<file path="src/rtl/i2ctx_pkg.sv">
package i2ctx_pkg;

  typedef enum logic [2:0] {
    ST_IDLE,
    ST_START,
    ST_BIT,
    ST_HOLD,
    ST_STOP,
    ST_ARB
  } eng_state_t;

  localparam int unsigned CTL_START = 0;
  localparam int unsigned CTL_STOP  = 1;
  localparam int unsigned CTL_ALIE  = 2;
  localparam int unsigned CTL_GO    = 3;
  localparam int unsigned CTL_W     = 4;

  localparam logic [1:0] RA_DATA = 2'd0;
  localparam logic [1:0] RA_CTRL = 2'd1;
  localparam logic [1:0] RA_STAT = 2'd2;

  localparam logic [3:0] ACK_IDX = 4'd8;

  // pull level for slot idx of a byte; the acknowledge slot is always released
  function automatic logic bit_pulls_low(logic [7:0] b, logic [3:0] idx);
    if (idx >= ACK_IDX) return 1'b0;
    return ~b[3'd7 - idx[2:0]];
  endfunction

  function automatic logic irq_level(logic te, logic al, logic alie);
    return te | (al & alie);
  endfunction

endpackage

</file>
<file path="src/rtl/i2ctx_qtr_timer.sv">
module i2ctx_qtr_timer #(
  parameter int unsigned DIV_W = 8
) (
  input  logic             clk,
  input  logic             rst_n,
  input  logic             run,
  input  logic [DIV_W-1:0] div,
  output logic             tick
);

  logic [DIV_W-1:0] cnt;

  function automatic logic [DIV_W-1:0] last_count(logic [DIV_W-1:0] d);
    return (d == '0) ? '0 : d - 1'b1;
  endfunction

  assign tick = run && (cnt == last_count(div));

  always_ff @(posedge clk or negedge rst_n) begin
    if (!rst_n)    cnt <= '0;
    else if (!run) cnt <= '0;
    else if (tick) cnt <= '0;
    else           cnt <= cnt + 1'b1;
  end

endmodule

</file>
<file path="src/rtl/i2ctx_bus_mon.sv">
module i2ctx_bus_mon (
  input  logic clk,
  input  logic rst_n,
  input  logic scl_in,
  input  logic sda_in,
  output logic sda_s,
  output logic bus_free
);

  logic [1:0] scl_sy, sda_sy;
  logic       scl_p, sda_p;
  logic       start_evt, stop_evt;

  assign sda_s     = sda_sy[1];
  assign start_evt = scl_sy[1] & scl_p & sda_p & ~sda_sy[1];
  assign stop_evt  = scl_sy[1] & scl_p & ~sda_p & sda_sy[1];

  always_ff @(posedge clk or negedge rst_n) begin
    if (!rst_n) begin
      scl_sy   <= 2'b11;
      sda_sy   <= 2'b11;
      scl_p    <= 1'b1;
      sda_p    <= 1'b1;
      bus_free <= 1'b1;
    end else begin
      scl_sy <= {scl_sy[0], scl_in};
      sda_sy <= {sda_sy[0], sda_in};
      scl_p  <= scl_sy[1];
      sda_p  <= sda_sy[1];
      if (stop_evt)       bus_free <= 1'b1;
      else if (start_evt) bus_free <= 1'b0;
    end
  end

endmodule

</file>
<file path="src/rtl/i2ctx_regs.sv">
module i2ctx_regs
  import i2ctx_pkg::*;
(
  input  logic             clk,
  input  logic             rst_n,
  input  logic             reg_wr,
  input  logic [1:0]       reg_addr,
  input  logic [7:0]       reg_wdata,
  input  logic             byte_done,
  input  logic             arb_set,
  input  logic             go_clr,
  output logic [7:0]       data_q,
  output logic [CTL_W-1:0] ctrl_q,
  output logic             te,
  output logic             al
);

  logic wr_data, wr_ctrl, wr_stat;

  assign wr_data = reg_wr && (reg_addr == RA_DATA);
  assign wr_ctrl = reg_wr && (reg_addr == RA_CTRL);
  assign wr_stat = reg_wr && (reg_addr == RA_STAT);

  always_ff @(posedge clk or negedge rst_n) begin
    if (!rst_n) begin
      data_q <= '0;
      ctrl_q <= '0;
      te     <= 1'b0;
      al     <= 1'b0;
    end else begin
      if (wr_data) data_q <= reg_wdata;
      if (wr_ctrl)     ctrl_q <= reg_wdata[CTL_W-1:0];
      else if (go_clr) ctrl_q[CTL_GO] <= 1'b0;
      if (byte_done)                  te <= 1'b1;
      else if (wr_stat && reg_wdata[0]) te <= 1'b0;
      if (arb_set)                    al <= 1'b1;
      else if (wr_stat && reg_wdata[1]) al <= 1'b0;
    end
  end

endmodule

</file>
<file path="src/rtl/i2ctx_engine.sv">
module i2ctx_engine
  import i2ctx_pkg::*;
(
  input  logic       clk,
  input  logic       rst_n,
  input  logic       tick,
  input  logic       req_start,
  input  logic       req_stop,
  input  logic       req_go,
  input  logic [7:0] data_q,
  input  logic       sda_s,
  input  logic       bus_free,
  output logic       run,
  output logic       scl_low,
  output logic       sda_low,
  output logic       busy,
  output logic       nak,
  output logic       rnw,
  output logic       byte_done,
  output logic       arb_set,
  output logic       go_clr,
  output logic       in_data_slot
);

  eng_state_t state;
  logic [1:0] qtr;
  logic [3:0] bit_idx;
  logic [7:0] shift;
  logic       sda_q;
  logic       addr_phase;
  logic       launch_start, launch_data, slot_end, on_ack;

  assign launch_start = req_go && req_start &&
                        (((state == ST_IDLE) && bus_free) || (state == ST_HOLD));
  assign launch_data  = req_go && !req_start && (state == ST_HOLD);
  assign on_ack       = (bit_idx == ACK_IDX);
  assign slot_end     = (state == ST_BIT) && tick && (qtr == 2'd3);
  assign byte_done    = slot_end && on_ack;
  assign arb_set      = slot_end && !on_ack && !sda_q && !sda_s;
  assign go_clr       = byte_done || ((state == ST_ARB) && bus_free && !addr_phase);

  assign run          = (state == ST_START) || (state == ST_BIT) || (state == ST_STOP);
  assign scl_low      = (((state == ST_BIT) || (state == ST_STOP)) && !qtr[1]) ||
                        (state == ST_HOLD);
  assign sda_low      = sda_q;
  assign busy         = (state != ST_IDLE);
  assign in_data_slot = (state == ST_BIT);

  always_ff @(posedge clk or negedge rst_n) begin
    if (!rst_n) begin
      state      <= ST_IDLE;
      qtr        <= '0;
      bit_idx    <= '0;
      shift      <= '0;
      sda_q      <= 1'b0;
      addr_phase <= 1'b0;
      nak        <= 1'b0;
      rnw        <= 1'b0;
    end else begin
      case (state)
        ST_IDLE, ST_HOLD: begin
          sda_q <= 1'b0;
          if (launch_start) begin
            state      <= ST_START;
            qtr        <= '0;
            shift      <= data_q;
            rnw        <= data_q[0];
            addr_phase <= 1'b1;
          end else if (launch_data) begin
            state      <= ST_BIT;
            qtr        <= '0;
            bit_idx    <= '0;
            shift      <= data_q;
            addr_phase <= 1'b0;
          end
        end
        ST_START: if (tick) begin
          qtr <= qtr + 2'd1;
          if (qtr == 2'd1) sda_q <= 1'b1;
          if (qtr == 2'd3) begin
            state   <= ST_BIT;
            bit_idx <= '0;
          end
        end
        ST_BIT: if (tick) begin
          qtr <= qtr + 2'd1;
          if (qtr == 2'd0) sda_q <= bit_pulls_low(shift, bit_idx);
          if (qtr == 2'd3) begin
            if (arb_set) begin
              state <= ST_ARB;
              sda_q <= 1'b0;
            end else if (on_ack) begin
              nak   <= sda_s;
              state <= req_stop ? ST_STOP : ST_HOLD;
            end else begin
              bit_idx <= bit_idx + 4'd1;
            end
          end
        end
        ST_STOP: if (tick) begin
          qtr <= qtr + 2'd1;
          if (qtr == 2'd0) sda_q <= 1'b1;
          if (qtr == 2'd2) sda_q <= 1'b0;
          if (qtr == 2'd3) state <= ST_IDLE;
        end
        ST_ARB: begin
          sda_q <= 1'b0;
          if (bus_free) begin
            if (addr_phase) begin
              state <= ST_START;
              qtr   <= '0;
              shift <= data_q;
            end else begin
              state <= ST_IDLE;
            end
          end
        end
        default: state <= ST_IDLE;
      endcase
    end
  end

endmodule

</file>
<file path="src/rtl/i2c_master_byte_tx.sv">
module i2c_master_byte_tx
  import i2ctx_pkg::*;
#(
  parameter int unsigned DIV_W = 8
) (
  input  logic             clk,
  input  logic             rst_n,
  input  logic [DIV_W-1:0] clk_div,
  input  logic             reg_wr,
  input  logic [1:0]       reg_addr,
  input  logic [7:0]       reg_wdata,
  output logic [3:0]       ctrl_out,
  output logic             st_tx_empty,
  output logic             st_arb_lost,
  output logic             st_busy,
  output logic             st_nak,
  output logic             st_rnw,
  output logic             irq,
  input  logic             scl_in,
  input  logic             sda_in,
  output logic             scl_low,
  output logic             sda_low
);

  logic [7:0]       data_q;
  logic [CTL_W-1:0] ctrl_q;
  logic             tick, run, sda_s, bus_free;
  logic             byte_done, arb_set, go_clr, in_data_slot;

  i2ctx_regs u_regs (
    .clk, .rst_n, .reg_wr, .reg_addr, .reg_wdata,
    .byte_done, .arb_set, .go_clr,
    .data_q, .ctrl_q, .te(st_tx_empty), .al(st_arb_lost)
  );

  i2ctx_qtr_timer #(.DIV_W(DIV_W)) u_timer (
    .clk, .rst_n, .run, .div(clk_div), .tick
  );

  i2ctx_bus_mon u_mon (
    .clk, .rst_n, .scl_in, .sda_in, .sda_s, .bus_free
  );

  i2ctx_engine u_eng (
    .clk, .rst_n, .tick,
    .req_start(ctrl_q[CTL_START]), .req_stop(ctrl_q[CTL_STOP]), .req_go(ctrl_q[CTL_GO]),
    .data_q, .sda_s, .bus_free,
    .run, .scl_low, .sda_low, .busy(st_busy), .nak(st_nak), .rnw(st_rnw),
    .byte_done, .arb_set, .go_clr, .in_data_slot
  );

  assign ctrl_out = ctrl_q;
  assign irq      = irq_level(st_tx_empty, st_arb_lost, ctrl_q[CTL_ALIE]);

endmodule

</file>
<file path="config.mk">
export PLATFORM = sky130hd
export DESIGN_NAME = i2c_master_byte_tx
export DESIGN_NICKNAME = d
export VERILOG_FILES = /design/src/rtl/i2ctx_pkg.sv /design/src/rtl/i2ctx_qtr_timer.sv /design/src/rtl/i2ctx_bus_mon.sv /design/src/rtl/i2ctx_regs.sv /design/src/rtl/i2ctx_engine.sv /design/src/rtl/i2c_master_byte_tx.sv
export SDC_FILE = /design/constraint.sdc
export NUM_CORES = 1
export LEC_CHECK = 0
export ABC_AREA = 1
export CAP_MARGIN = 25
export CORE_MARGIN = 8
export CORE_UTILIZATION = 35
export DETAILED_ROUTE_END_ITERATION = 7
export SLEW_MARGIN = 40
export SYNTH_ARGS = -nofsm -noshare
export SYNTH_HDL_FRONTEND = slang
export SYNTH_SLANG_ARGS = --single-unit
</file>
<file path="constraint.sdc">
create_clock -name clk -period 2.07 [get_ports clk]
set_input_delay 0.414 -clock clk [delete_from_list [all_inputs] [get_ports clk]]
set_output_delay 0.414 -clock clk [all_outputs]
set_load 0.02 [all_outputs]
</file>
==> metrics.md, run 1 <==
| Metric | Value |
|---|---|
| Fin nets | `slightly below 500` |
| Die Wd | `~110 um` |
| Status | `finished, final reports clean` |
| Layout cell share with drive strength beyond 1 | `30.02%` |
| Slew Viols, Final | `0` |
| Synth area leader | `dfrtp_1` |
| Sequential share of the synthesized area | `42.96%` |
| Post-DP Area | `3576 um^2` |
| CP bufs+invs | `2` |
| MaxCap Viol Count | `0` |
| CP startpoint kind | `register` |
| Gate power share | `51.2%` |
| First-pass GRT wire length | `approximately 12000 um` |
| Crit path capture type | `register` |
| Most numerous cell in the Yosys netlist | `nand2_1` |
| Synth top area share | `36.69%` |
| Flops & latches, synth | `50` |
| Area grow syn2layout | `35.41%` |
| Final worst setup slack | `0.1205 ns` |
| TritonCTS Sinks | `50` |
| Ant diodes | `0` |
| TritonRoute pass-1 iters | `4` |
| Maximum VDD drop | `around 510 uV` |
| CP arrival | `2.16 ns` |
| Largest net degree at the start of global routing | `34` |
| CTS Root Cell | `clkbuf_8` |
| Final setup fails | `0` |
| Routability congestion estimate from global placement | `0.8527` |
| Tightest Pin Transition | `0.4903 ns` |
| Post-Syn Nets | `just over 400` |
| H-tree depth | `2` |
| P_leak | `1.963 nW` |
| EDFF count, synth | `0` |
| Routed wire per std cell | `12.22 um` |
| Die ar. | `11560 um^2` |
| Slowest CP cell | `dfrtp_2` |
| Fin util | `48.58%` |
| Syn Inst Count | `377` |
| Input/output buffers | `34` |
| Sw Ratio | `a little over two fifths` |
| Pre-CTS setup slack | `-0.6693 ns` |
| Synth Flop Type | `dfrtp_1` |
| Clk pwr share | `14.6%` |
| Reg clk slew, reported paths | `0.11 ns` |
| Mean Syn Cell Area | `around 7.8 um^2` |
| Yosys warns | `0` |
| Reg power frac | `34.2%` |
| Via-to-Cell Ratio | `4.681` |
| Tmin final | `1.950 ns` |
| Clk Latency, worst-skew pair | `0.31 ns` |
| Max Fclk | `slightly above 500 MHz` |
| Setup_tns | `0 ns` |
| Max FO, Critical Path | `6` |
| Post-synth top cells | `nand2_1, inv_1, dfrtp_1` |
| Bufs on Longest Clock Path | `2` |
| Die Y-Extent | `~110 um` |
| Internal Power | `about 0.0024 W` |
| Final period util | `94.18%` |
| Share of synthesized flip-flops with an asynchronous set or reset | `100.0%` |
| Synth area leaders | `dfrtp_1, nand2_1, inv_1` |
| Vias in the first global route | `2629` |
| CTS tree | `built` |
| Worst-path cell chain | `buf_4, nor3_2, inv_1, or2_2, nand2_2, nor2_4, mux2_4` |
| Psw | `0.001746 W` |
| Hold buffers post-CTS | `0` |
| Site row count | `33` |
| Overall Global Routing Usage | `about an eighth` |
| Core footprint | `8175 um^2` |
| Area of the mapped netlist | `2933 um^2` |
| Post-Route WL | `6816 um` |
| Power Density | `approximately 1000 nW/um^2` |
| Hold WC Path Type | `input port to asynchronous set/reset pin` |
| I/O pin cnt | `35` |
| Total grt overflow | `0` |
| Largest stage delay, worst path | `0.50 ns` |
| Final Hold Vio Count | `0` |
| DP Wirelength | `slightly below 5000 um` |
| Antenna Violating Nets Remaining | `0` |
| Max-slew headroom | `~67%` |
| WS Path Type | `register to register` |
| Post-Layout Inst Area | `3971 um^2` |
| DRT iter0 DRCs | `85` |
| DRC errors left | `0` |
| Number of CTS-inserted buffers | `5` |
| Yosys cell types | `39` |
| Worst path top cell family by delay | `simple AND/OR/NAND/NOR gates` |
| Worst hold margin | `0.03217 ns` |
| Antenna violations before repair | `0` |
| Final Skew | `0.01890 ns` |
| Critical path required time | `approximately 2.3 ns` |
| Initial core utilization | `~36%` |
| DR vias | `2612` |
cell usage in the layout, fill, tap and decap left out, types with 5 or more instances in the layout:
cell type	Yosys	layout
clkdlybuf4s50_1	0	23
nand2_4	0	8
xor2_1	7	6
nand3_1	28	23
buf_4	4	37
nor2_4	2	6
nor2_2	2	7
clkbuf_8	0	5
nand3_4	1	5
dfstp_2	7	7
inv_2	4	8
nand2_1	93	82
nor2_1	36	28
nand2_2	7	11
inv_1	55	49
mux2_2	6	6
nand4_1	9	9
dfrtp_1	43	40
a21oi_1	10	8
ha_1	7	6
o21ai_0	26	21
layer usage:
metal / GRT usage [%] / part of all wire, %
met5: 0 / 0
met4: 4.460 / 1.3
met3: 2.455 / 4.4
met2: 19.08 / 45
met1: 15.90 / 49
repair_timing:
item,in CTS,in global routing
endpoints found under the setup margin,28,21
gates resized for setup,42,47
setup buffers,4,6
pin swaps,18,21
gates cloned,1,1
final cells by class:
cell class | instances | area (um^2)
sequential | 50 | 1264
tap | 105 | 131.4
clock inverter | 3 | 28.78
multi-input combinational | 261 | 1617
timing repair buffer | 74 | 630.6
inverter | 60 | 231.5
clock buffer | 5 | 68.82
fill | 813 | 4204
kinds of logic after synthesis:
| logic type | Yosys count | share of synthesized area, % |
|---|---|---|
| and+or+nand+nor | 188 | 29.52 |
| buffers and inverters | 68 | 9.812 |
| DFF | 50 | 42.96 |
| AOI/OAI and AO/OA | 49 | 9.301 |
| muxes | 8 | 3.328 |
| xor gates and xnor gates | 7 | 2.090 |
| adders and majority gates | 7 | 2.986 |
sequential cells by signal (all words and copies together), names as in the netlist:
| register | flops |
|---|---|
| u_eng.addr_phase | 1 |
| u_eng.bit_idx | 4 |
| u_eng.nak | 1 |
| u_eng.qtr | 2 |
| u_eng.rnw | 1 |
| u_eng.sda_low | 1 |
| u_eng.shift | 8 |
| u_eng.state | 3 |
| u_mon.bus_free | 1 |
| u_mon.scl_p | 1 |
| u_mon.scl_sy | 2 |
| u_mon.sda_p | 1 |
| u_mon.sda_sy | 2 |
| u_regs.al | 1 |
| u_regs.ctrl_q | 4 |
| u_regs.data_q | 8 |
| u_regs.te | 1 |
| u_timer.cnt | 8 |
power groups by stage:
stage | clock (W) | combinational, W | sequential, W
floorplan | 0 | 0.00123 | 0.00137
global placement | 0 | 0.00178 | 0.00141
detailed placement | 0 | 0.00180 | 0.00141
CTS | 0.000628 | 0.00189 | 0.00140
global route | 0.000655 | 0.00239 | 0.00146
finish | 0.000609 | 0.00213 | 0.00142
metrics by stage:
step / cells / total power, W
6_report: 558 / 0.004162
5_1_grt: 558 / 0.004506
4_1_cts: 551 / 0.003912
3_5_place_dp: 538 / 0.003210
3_3_place_gp: 538 / 0.003190
2_1_floorplan: 377 / 0.002606
worst paths after layout:
path | from | endpoint | slack, ns | cells past startpoint
setup / recovery | u_eng.state[1]$_DFFE_PN0P_ | u_eng.shift[1]$_DFFE_PN0P_ | 0.12 | 7
hold / removal | rst_n | u_eng.nak$_DFFE_PN0P_ | 0.03 | 1
setup reg to reg | u_eng.state[1]$_DFFE_PN0P_ | u_eng.shift[1]$_DFFE_PN0P_ | 0.12 | 7
hold reg to reg | u_mon.sda_sy[0]$_DFF_PN1_ | u_mon.sda_sy[1]$_DFF_PN1_ | 0.36 | 0
max in group asynchronous | rst_n | u_eng.bit_idx[0]$_DFFE_PN0P_ | 1.53 | 2
min in group clk | u_mon.sda_sy[0]$_DFF_PN1_ | u_mon.sda_sy[1]$_DFF_PN1_ | 0.36 | 0
Note: power is estimated with default switching activity, not from simulation.
==> run 2, diff against run 1 <==
Settings changed: CORE_MARGIN 8 to 1.
==> metrics.md, run 2 (same netlist as run 1, synthesis figures left out) <==
| Metric | Value |
|---|---|
| Reg clk slew, reported paths | `0.09 ns` |
| Fin nets | `484` |
| Via-to-Cell Ratio | `between 4 and 5` |
| Overall Global Routing Usage | `between 10% and 20%` |
| Die Y-Extent | `93.54 um` |
| Total grt overflow | `0` |
| TritonRoute pass-1 iters | `4` |
| Maximum VDD drop | `783.7 uV` |
| Slew Viols, Final | `0` |
| DP Wirelength | `4726 um` |
| Crit path capture type | `register` |
| Hold WC Path Type | `input port to asynchronous set/reset pin` |
| CTS tree | `built` |
| Vias in the first global route | `2404` |
| Area grow syn2layout | `34.26%` |
| Number of CTS-inserted buffers | `5` |
| DRC errors left | `0` |
| CTS Root Cell | `clkbuf_8` |
| Post-Layout Inst Area | `3938 um^2` |
| Final worst setup slack | `0.05929 ns` |
| DR vias | `2625` |
| Ant diodes | `0` |
| First-pass GRT wire length | `10580 um` |
| Layout cell share with drive strength beyond 1 | `29.07%` |
| Clk Latency, worst-skew pair | `0.30 ns` |
| Initial core utilization | `a little over a third` |
| Largest regs | `u_eng.shift (8), u_regs.data_q (8), u_timer.cnt (8)` |
| RSZ-0062 raised after global routing | `true` |
| H-tree depth | `2` |
| Max Fclk | `497.3 MHz` |
| Final setup fails | `0` |
| Bufs on Longest Clock Path | `2` |
| I/O pin cnt | `35` |
| Antenna violations before repair | `0` |
| CP arrival | `2.25 ns` |
| Final Hold Vio Count | `0` |
| Die Wd | `93.54 um` |
| Critical path required time | `2.31 ns` |
| Final Skew | `0.01040 ns` |
| Max FO, Critical Path | `7` |
| DRT iter0 DRCs | `80` |
| WS Path Type | `input port to register` |
| MaxCap Viol Count | `0` |
| Pwr Total | `0.004091 W` |
| Site row count | `33` |
| Pre-CTS setup slack | `-0.6802 ns` |
| Routability congestion estimate from global placement | `approximately 0.9` |
| Most common cell after layout, fill and taps aside | `nand2_1` |
| Leading cell types in the layout, fill and taps excluded | `nand2_1, inv_1, dfrtp_1` |
| CP startpoint kind | `input port` |
| Input/output buffers | `34` |
| Post-Route WL | `6477 um` |
| Max-slew headroom | `between 50% and 60%` |
| Fin util | `approximately half` |
| TritonCTS Sinks | `50` |
| Antenna Violating Nets Remaining | `0` |
| Die ar. | `8750 um^2` |
| Tmin final | `2.011 ns` |
| Fill count | `813` |
| Largest net degree at the start of global routing | `51` |
| Final period util | `97.14%` |
| P_leak | `1.967 nW` |
| Routed wire per std cell | `11.59 um` |
| Status | `finished, final reports clean` |
| Hold buffers post-CTS | `0` |
| Tightest Pin Transition | `a little over 0.6 ns` |
| Core footprint | `about 8200 um^2` |
| Post-DP Area | `roughly 3600 um^2` |
| Power Density | `1039 nW/um^2` |
==> run 2: routing by layer <==
layer / GRT usage, % / vias up / share of wire (%)
met2: 25.12 / 39 / 47
met4: 4.231 / 0 / 0.91
li1: - / 1360 / -
met3: 2.276 / 5 / 2.6
met1: 20.62 / 1221 / 50
met5: 0 / - / 0
==> run 2: power by group <==
group	internal (W)	total, W	switching, W
Sequential	0.00121	0.00140	0.000191
Combinational	0.000994	0.00217	0.00117
Clock	0.000227	0.000526	0.000298
==> run 2: critical path, cell delays in order <==
cell and delay [ns]:
dlygate4sd2_1 0.26, buf_4 0.14, inv_1 0.08, nand2_2 0.09, inv_1 0.06, nand3_1 0.12, nand3_1 0.11, nand2_1 0.05
nand2_1 0.12, nand3_4 0.10, nor2_4 0.17, nand3_4 0.15, nand2_4 0.12, nand2_4 0.06, nand2_4 0.08, nand2_1 0.05
nand2_1 0.06
==> run 2: worst paths after layout <==
check / to / depth (start not counted) / slack, ns / startpoint
setup / recovery: u_eng.bit_idx[0]$_DFFE_PN0P_ / 17 / 0.06 / clk_div[3]
hold / removal: u_eng.bit_idx[0]$_DFFE_PN0P_ / 2 / 0.21 / rst_n
setup reg to reg: u_eng.bit_idx[0]$_DFFE_PN0P_ / 16 / 0.06 / u_eng.state[1]$_DFFE_PN0P_
hold reg to reg: u_mon.scl_sy[1]$_DFF_PN1_ / 0 / 0.36 / u_mon.scl_sy[0]$_DFF_PN1_
max in group asynchronous: u_eng.state[0]$_DFFE_PN0P_ / 2 / 1.42 / rst_n
min in group clk: u_mon.scl_sy[1]$_DFF_PN1_ / 0 / 0.36 / u_mon.scl_sy[0]$_DFF_PN1_
==> run 2: layout make-up <==
type | count | area [um^2] | share of cell area, %
clock buffer | 5 | 68.82 | 1.748
multi-input combinational | 260 | 1594 | 40.48
timing repair buffer | 77 | 641.9 | 16.30
clock inverter | 2 | 10.01 | 0.2542
tap | 105 | 131.4 | 3.337
inverter | 60 | 229.0 | 5.815
sequential | 50 | 1262 | 32.06
==> run 2: repair_timing <==
item | 4_1_cts | 5_1_grt
pin swaps | 13 | 16
gates cloned | 1 | 0
buffers inserted | 3 | 10
gates resized for setup | 35 | 48
endpoints found under the setup margin | 28 | 21
==> run 2: through the flow <==
stage / setup TNS [ns] / instances / hold WS, ns
final: 0 / 559 / 0.2125
after global routing: -0.6258 / 559 / 0.2830
after CTS: 0 / 549 / 0.2386
after detailed placement: -13.47 / 538 / 0.3468
after global placement: -12.90 / 538 / 0.3455
after floorplan: 0 / 377 / 0.1184
==> run 3, diff against run 2 <==
Settings changed: CAP_MARGIN 25 to 10, HOLD_SLACK_MARGIN set to 0.12.
==> results of run 3 <==
Same layout as run 2: the final DEF is identical, and so are final timing and power.
